$ cat src/rtl/lane_burst_pkg.sv
package lane_burst_pkg;

    localparam int BYTE_W = 8;
    localparam logic [BYTE_W-1:0] SYNC_BYTE = 8'hB8;

    typedef enum logic [2:0] {
        LC_LP11    = 3'd0,
        LC_LP01    = 3'd1,
        LC_LP00    = 3'd2,
        LC_HS0     = 3'd3,
        LC_HS1     = 3'd4,
        LC_HS_DATA = 3'd5
    } line_code_e;

    typedef enum logic [2:0] {
        ST_STOP,
        ST_HSREQ,
        ST_BRIDGE,
        ST_ZERO,
        ST_SYNC,
        ST_DATA,
        ST_TRAIL,
        ST_EXIT
    } seq_state_e;

endpackage

$ cat src/rtl/phase_timer.sv
module phase_timer #(
    parameter int CNT_W = 8
) (
    input  logic             clk,
    input  logic             rst_n,
    input  logic             load,
    input  logic [CNT_W-1:0] load_val,
    output logic             expired
);

    logic [CNT_W-1:0] cnt_q;

    always_ff @(posedge clk or negedge rst_n) begin
        if (!rst_n) begin
            cnt_q <= '0;
        end else if (load) begin
            cnt_q <= load_val;
        end else if (cnt_q != '0) begin
            cnt_q <= cnt_q - 1'b1;
        end
    end

    assign expired = (cnt_q == '0);

endmodule

$ cat src/rtl/lane_line_encoder.sv
module lane_line_encoder
    import lane_burst_pkg::*;
(
    input  seq_state_e        state,
    input  logic              tx_valid,
    input  logic [BYTE_W-1:0] tx_data,
    input  logic              trail_one,
    output logic [2:0]        line_code,
    output logic [BYTE_W-1:0] hs_byte,
    output logic              tx_ready,
    output logic              lane_ready
);

    always_comb begin
        line_code  = LC_LP11;
        hs_byte    = '0;
        tx_ready   = 1'b0;
        lane_ready = 1'b0;
        unique case (state)
            ST_STOP: begin
                lane_ready = 1'b1;
            end
            ST_HSREQ:  line_code = LC_LP01;
            ST_BRIDGE: line_code = LC_LP00;
            ST_ZERO:   line_code = LC_HS0;
            ST_SYNC: begin
                line_code = LC_HS_DATA;
                hs_byte   = SYNC_BYTE;
            end
            ST_DATA: begin
                tx_ready = 1'b1;
                if (tx_valid) begin
                    line_code = LC_HS_DATA;
                    hs_byte   = tx_data;
                end else begin
                    line_code = LC_HS0;
                end
            end
            ST_TRAIL:  line_code = trail_one ? LC_HS1 : LC_HS0;
            ST_EXIT:   line_code = LC_LP11;
            default:   line_code = LC_LP11;
        endcase
    end

endmodule

$ cat src/rtl/lane_burst_seq.sv
module lane_burst_seq
    import lane_burst_pkg::*;
#(
    parameter int CNT_W = 8
) (
    input  logic             clk,
    input  logic             rst_n,
    input  logic             burst_req,
    input  logic [CNT_W-1:0] t_lpx,
    input  logic [CNT_W-1:0] t_prepare,
    input  logic [CNT_W-1:0] t_zero,
    input  logic [CNT_W-1:0] t_trail,
    input  logic [CNT_W-1:0] t_exit,
    input  logic [7:0]       tx_data,
    input  logic             tx_valid,
    input  logic             tx_last,
    output logic             tx_ready,
    output logic [2:0]       line_code,
    output logic [7:0]       hs_byte,
    output logic             lane_ready,
    output logic             lane_done
);

    function automatic logic [CNT_W-1:0] span(input logic [CNT_W-1:0] v);
        return (v == '0) ? CNT_W'(1) : v;
    endfunction

    function automatic logic [CNT_W-1:0] wider(input logic [CNT_W-1:0] a,
                                               input logic [CNT_W-1:0] b);
        return (a > b) ? a : b;
    endfunction

    seq_state_e       state_q, state_d;
    logic [CNT_W-1:0] lpx_q, prep_q, zero_q, trail_q, exit_q;
    logic             trail_one_q;
    logic             accept, last_take;
    logic             tmr_load, tmr_expired;
    logic [CNT_W-1:0] tmr_val;

    // Next-state selection
    always_comb begin
        state_d   = state_q;
        accept    = 1'b0;
        last_take = 1'b0;
        unique case (state_q)
            ST_STOP: if (burst_req) begin
                state_d = ST_HSREQ;
                accept  = 1'b1;
            end
            ST_HSREQ:  if (tmr_expired) state_d = ST_BRIDGE;
            ST_BRIDGE: if (tmr_expired) state_d = ST_ZERO;
            ST_ZERO:   if (tmr_expired) state_d = ST_SYNC;
            ST_SYNC:   state_d = ST_DATA;
            ST_DATA: if (tx_valid && tx_last) begin
                state_d   = ST_TRAIL;
                last_take = 1'b1;
            end
            ST_TRAIL:  if (tmr_expired) state_d = ST_EXIT;
            ST_EXIT:   if (tmr_expired) state_d = ST_STOP;
            default:   state_d = ST_STOP;
        endcase
    end

    // Phase length loaded on entry to each timed state
    always_comb begin
        tmr_load = (state_d != state_q);
        unique case (state_d)
            ST_HSREQ:  tmr_val = span(t_lpx) - 1'b1;
            ST_BRIDGE: tmr_val = wider(span(prep_q), span(lpx_q)) - 1'b1;
            ST_ZERO:   tmr_val = span(zero_q) - 1'b1;
            ST_TRAIL:  tmr_val = span(trail_q) - 1'b1;
            ST_EXIT:   tmr_val = wider(span(exit_q), span(lpx_q)) - 1'b1;
            default:   tmr_val = '0;
        endcase
    end

    // State register and captured settings
    always_ff @(posedge clk or negedge rst_n) begin
        if (!rst_n) begin
            state_q     <= ST_STOP;
            lpx_q       <= '0;
            prep_q      <= '0;
            zero_q      <= '0;
            trail_q     <= '0;
            exit_q      <= '0;
            trail_one_q <= 1'b0;
        end else begin
            state_q <= state_d;
            if (accept) begin
                lpx_q   <= t_lpx;
                prep_q  <= t_prepare;
                zero_q  <= t_zero;
                trail_q <= t_trail;
                exit_q  <= t_exit;
            end
            if (last_take) begin
                trail_one_q <= ~tx_data[7];
            end
        end
    end

    phase_timer #(.CNT_W(CNT_W)) u_timer (
        .clk      (clk),
        .rst_n    (rst_n),
        .load     (tmr_load),
        .load_val (tmr_val),
        .expired  (tmr_expired)
    );

    lane_line_encoder u_enc (
        .state      (state_q),
        .tx_valid   (tx_valid),
        .tx_data    (tx_data),
        .trail_one  (trail_one_q),
        .line_code  (line_code),
        .hs_byte    (hs_byte),
        .tx_ready   (tx_ready),
        .lane_ready (lane_ready)
    );

    assign lane_done = (state_q == ST_EXIT) && tmr_expired;

endmodule

$ cat config.mk
export PLATFORM = sky130hd
export DESIGN_NAME = lane_burst_seq
export DESIGN_NICKNAME = d
export VERILOG_FILES = /design/src/rtl/lane_burst_pkg.sv /design/src/rtl/phase_timer.sv /design/src/rtl/lane_line_encoder.sv /design/src/rtl/lane_burst_seq.sv
export SDC_FILE = /design/constraint.sdc
export NUM_CORES = 1
export LEC_CHECK = 0
export ABC_AREA = 1
export ABC_CLOCK_PERIOD_IN_PS = 4870
export BUFFER_PORTS_ARGS = -buffer_cell sky130_fd_sc_hd__buf_2
export CORE_ASPECT_RATIO = 0.9
export CORE_UTILIZATION = 54
export DETAILED_ROUTE_END_ITERATION = 10
export PLACE_DENSITY = 0.82
export SETUP_SLACK_MARGIN = 0.02
export SLEW_MARGIN = 30
export SYNTH_ARGS = -nofsm -noshare
export SYNTH_HDL_FRONTEND = slang
export SYNTH_HIERARCHICAL = 1
export SYNTH_SLANG_ARGS = --single-unit
$ cat constraint.sdc
create_clock -name clk -period 4.87 [get_ports clk]
set_input_delay 0.2435 -clock clk [delete_from_list [all_inputs] [get_ports clk]]
set_output_delay 0.2435 -clock clk [all_outputs]
set_load 0.05 [all_outputs]
==> flow_summary.ini <==
[outcome]
run_status = finished clean

[global_routing]
grt_max_degree = 53
grt_pass1_vias = 3534
grt_antenna_before_repair = 0
grt.busiest_layer = met2
grt_remaining_overflow = 0
globalRouteTotalUtil_pct = 26.2
global_route.usage.met1_pct = 33.3
grt_pass1_wl_microns = 15600
met2_usage_pct = 44.5
grtUsageMet3_pct = 6.02

[critical_path]
critical_path_peak_fanout = 12
worstSetupStartpointType = flip-flop
end_kind = flip-flop
category_of_the_critical_setup_timing_path = flip-flop to flip-flop
critical_path_required_ps = 5120
reg2regPathDepth = 20
cp_data_arrival_time_ps = 3420

[drt]
wirelength_microns = 8990
viasPerCell = 5.47
dr_total_vias = 3623
first_pass_iters = 5
drt_drc_violations_left = 0
drt_iter0_markers = 253
post_drt_wl_per_cell_microns = 13.6
drtAntennaViolNets = 0

[synthesis]
dominantRegCellSynth = dfrtp_1
ys_seq_elements = 52
syn_nets = 585
synthesized_area_per_cell_sq_um = 7.43
post_synth_num_cell_types = 39
yosysWarningCount = 6
asyncSetResetFlopFracSynth_pct = 100
post-synth-top-area-fraction_pct = 33.8
synth_most_common_cell = nand2_1
fraction_of_the_yosys_area_taken_by_sequential_cells_pct = 33.8
synth_area_sq_um = 3850
post_synth_main_area_contributors = dfrtp_1 (34%), nand2_1 (12%), nand3_1 (6.1%)
yosys.area.top_type = dfrtp_1
number_of_enable_type_register_cells_in_the_synthesized_netlist = 0
syn-instance-count = 518
synth_commonest_cells = nand2_1 (119), nor2_1 (57), inv_1 (55)

[sta]
timing.final.hold_violations = 0
setup_viol = 0
rsz_0062_raised_after_global_routing = false
worst_pin_slew_ps = 822
clock_skew_ps = 12.8
timing_max_transition_violations_final = 0
layout_min_cycle_time_ps = 3170
maxClockFrequency_mhz = 316
final.setup.tns_ps = 0
period_share_pct = 65.1
timing.max_slew.rel_slack_pct = 45.0

[cts]
path_clk_slew_ps = 100
cts-root-buf = clkbuf_8
cts_hold_buf = 0
cts_tree = done
cts_inserted_buffers = 5
post_cts.repair.setup_buffers = 0
clk-insertion-delay-late_ps = 320
cts_num_sinks = 52
cts-root-to-sink-buffers = 2
htree_levels = 2
postCtsResizedCells = 0

[die]
floorplan.rows = 28
standard_cell_core_area_sq_um = 6730
floorplan.die.height_microns = 82.1
io_pins = 67
chipWidth_microns = 91.0
initial_core_util_pct = 57.2
floorplan.die_area_sq_um = 7460

[finish]
drive_above_1_share_pct = 25.7
antennaDiodeCount = 0
layout_area_growth_over_synthesis_pct = 11.8
nets = 638
instances_no_fill = 662

[run]
max_cap_viol_count = 0

[power_and_ir_drop]
power.density_cell_area_nw_per_um2 = 753
vdd_ir_drop_max_v = 0.000299
power_leakage_nw = 2.33

[place]
buffer_ports.inserted = 66
place.detailed.instances = 654
finalWeightedCongestion = 0.905
detailed_place_hpwl_microns = 6890

[hold_path]
worst_hold_path_type = input pin to asynchronous set/reset pin
## per-stage QoR
stage / worst slack, ps / total power [mW] / util [%] / instance area [sq um] / hold slack [ps]
final: 1700 / 3.24 / 64.0 / 4300 / 20.1
after global placement: 1970 / 2.86 / 62.6 / 4210 / 397
after CTS: 1750 / 3.22 / 64.0 / 4300 / 63.1
after floorplan: 2210 / 2.53 / - / 3850 / -52.1
after detailed placement: 1770 / 2.94 / 62.6 / 4210 / 411
after global routing: 1480 / 3.56 / 64.0 / 4300 / 108
## report_power, final
part           internal, mW  total, mW  switching, mW
combinational         0.749       2.19           1.44
sequential            0.608      0.785          0.177
clock                 0.105      0.266          0.161
## cell usage in the layout (no fill, tap or decap), types with 2 or more instances in the layout
cell        n
a21boi_1    3
nor2_2      6
nand3_1    46
dfrtp_1    52
inv_1      55
buf_2      66
nand3_2    10
o21ai_2     3
nor3_1      6
nor2_4      6
o211ai_1    3
o21ai_1     4
ha_1       14
inv_2       6
inv_6       2
mux2_2     14
xnor2_1     2
nand3b_4    3
clkbuf_8    5
a21oi_1    33
buf_4       2
nor2_1     57
nand4_1     6
nand2_4     6
nand2_1   119
a21oi_2     2
nand2_2     9
xor2_1      4
o21ai_0    16
nand3b_1    2
## registers in the layout (all words and copies together), names as in the netlist
register and flops:
lpx_q 8, zero_q 8, state_q 3, exit_q 8
u_timer/cnt_q 8, trail_one_q 1, prep_q 8, trail_q 8
## logic make-up after synthesis
group                      count (synthesis)  share of synthesized area [%]
muxes                                     14                           4.10
adders and majority gates                 14                           4.55
xor gates and xnor gates                   6                           1.37
DFF                                       52                           33.8
and+or+nand+nor                          279                           36.6
buffers and inverters                     84                           8.75
AOI/OAI and AO/OA                         69                           10.8
## final timing paths
| check | to | start | slack, ps |
|---|---|---|---|
| max | u_timer/cnt_q[4]$_DFFE_PN0P_ | u_timer/cnt_q[0]$_DFFE_PN0P_ | 1700 |
| min | trail_one_q$_DFFE_PN0P_ | rst_n | 20 |
| max reg2reg | u_timer/cnt_q[4]$_DFFE_PN0P_ | u_timer/cnt_q[0]$_DFFE_PN0P_ | 1700 |
| min reg2reg | lpx_q[2]$_DFFE_PN0P_ | lpx_q[2]$_DFFE_PN0P_ | 500 |
| max in group asynchronous | trail_q[4]$_DFFE_PN0P_ | rst_n | 4400 |
| min in group clk | trail_one_q$_DFFE_PN0P_ | tx_data[7] | 120 |
## cell type report
| type | instances | area [sq um] |
|---|---|---|
| flip-flops and latches | 52 | 1300 |
| fillers | 621 | 2420 |
| inverters | 62 | 235 |
| clock buffers | 5 | 68.8 |
| clock inverters | 3 | 25.0 |
| repair buffers | 68 | 345 |
| multi-input cells | 382 | 2210 |
| well taps | 90 | 113 |
## per-layer routing
| metal | up-vias | part of all wire (%) | routed length, microns |
|---|---|---|---|
| met5 | - | 0 | 0 |
| met4 | 0 | 1.5 | 132 |
| met3 | 15 | 8.1 | 730 |
| met2 | 148 | 46 | 4130 |
| met1 | 1680 | 44 | 3990 |
| li1 | 1780 | - | - |
## critical path: stages (launching register included)
cell and delay (ps):
dfrtp_1 390, inv_1 120, ha_1 320, nand2_4 110, nor2_8 180, nand2_2 90
inv_1 110, nand3_1 90, nand3_2 230, nand2_1 140, nor2_4 200, nand3_1 120
nand3_2 90, nand2_2 70, ha_1 250, nand2_2 100, nor2_4 40, xor2_1 130
nor2_1 100, nand2_1 60, a21boi_1 170
(Power assumes the default switching activity.)
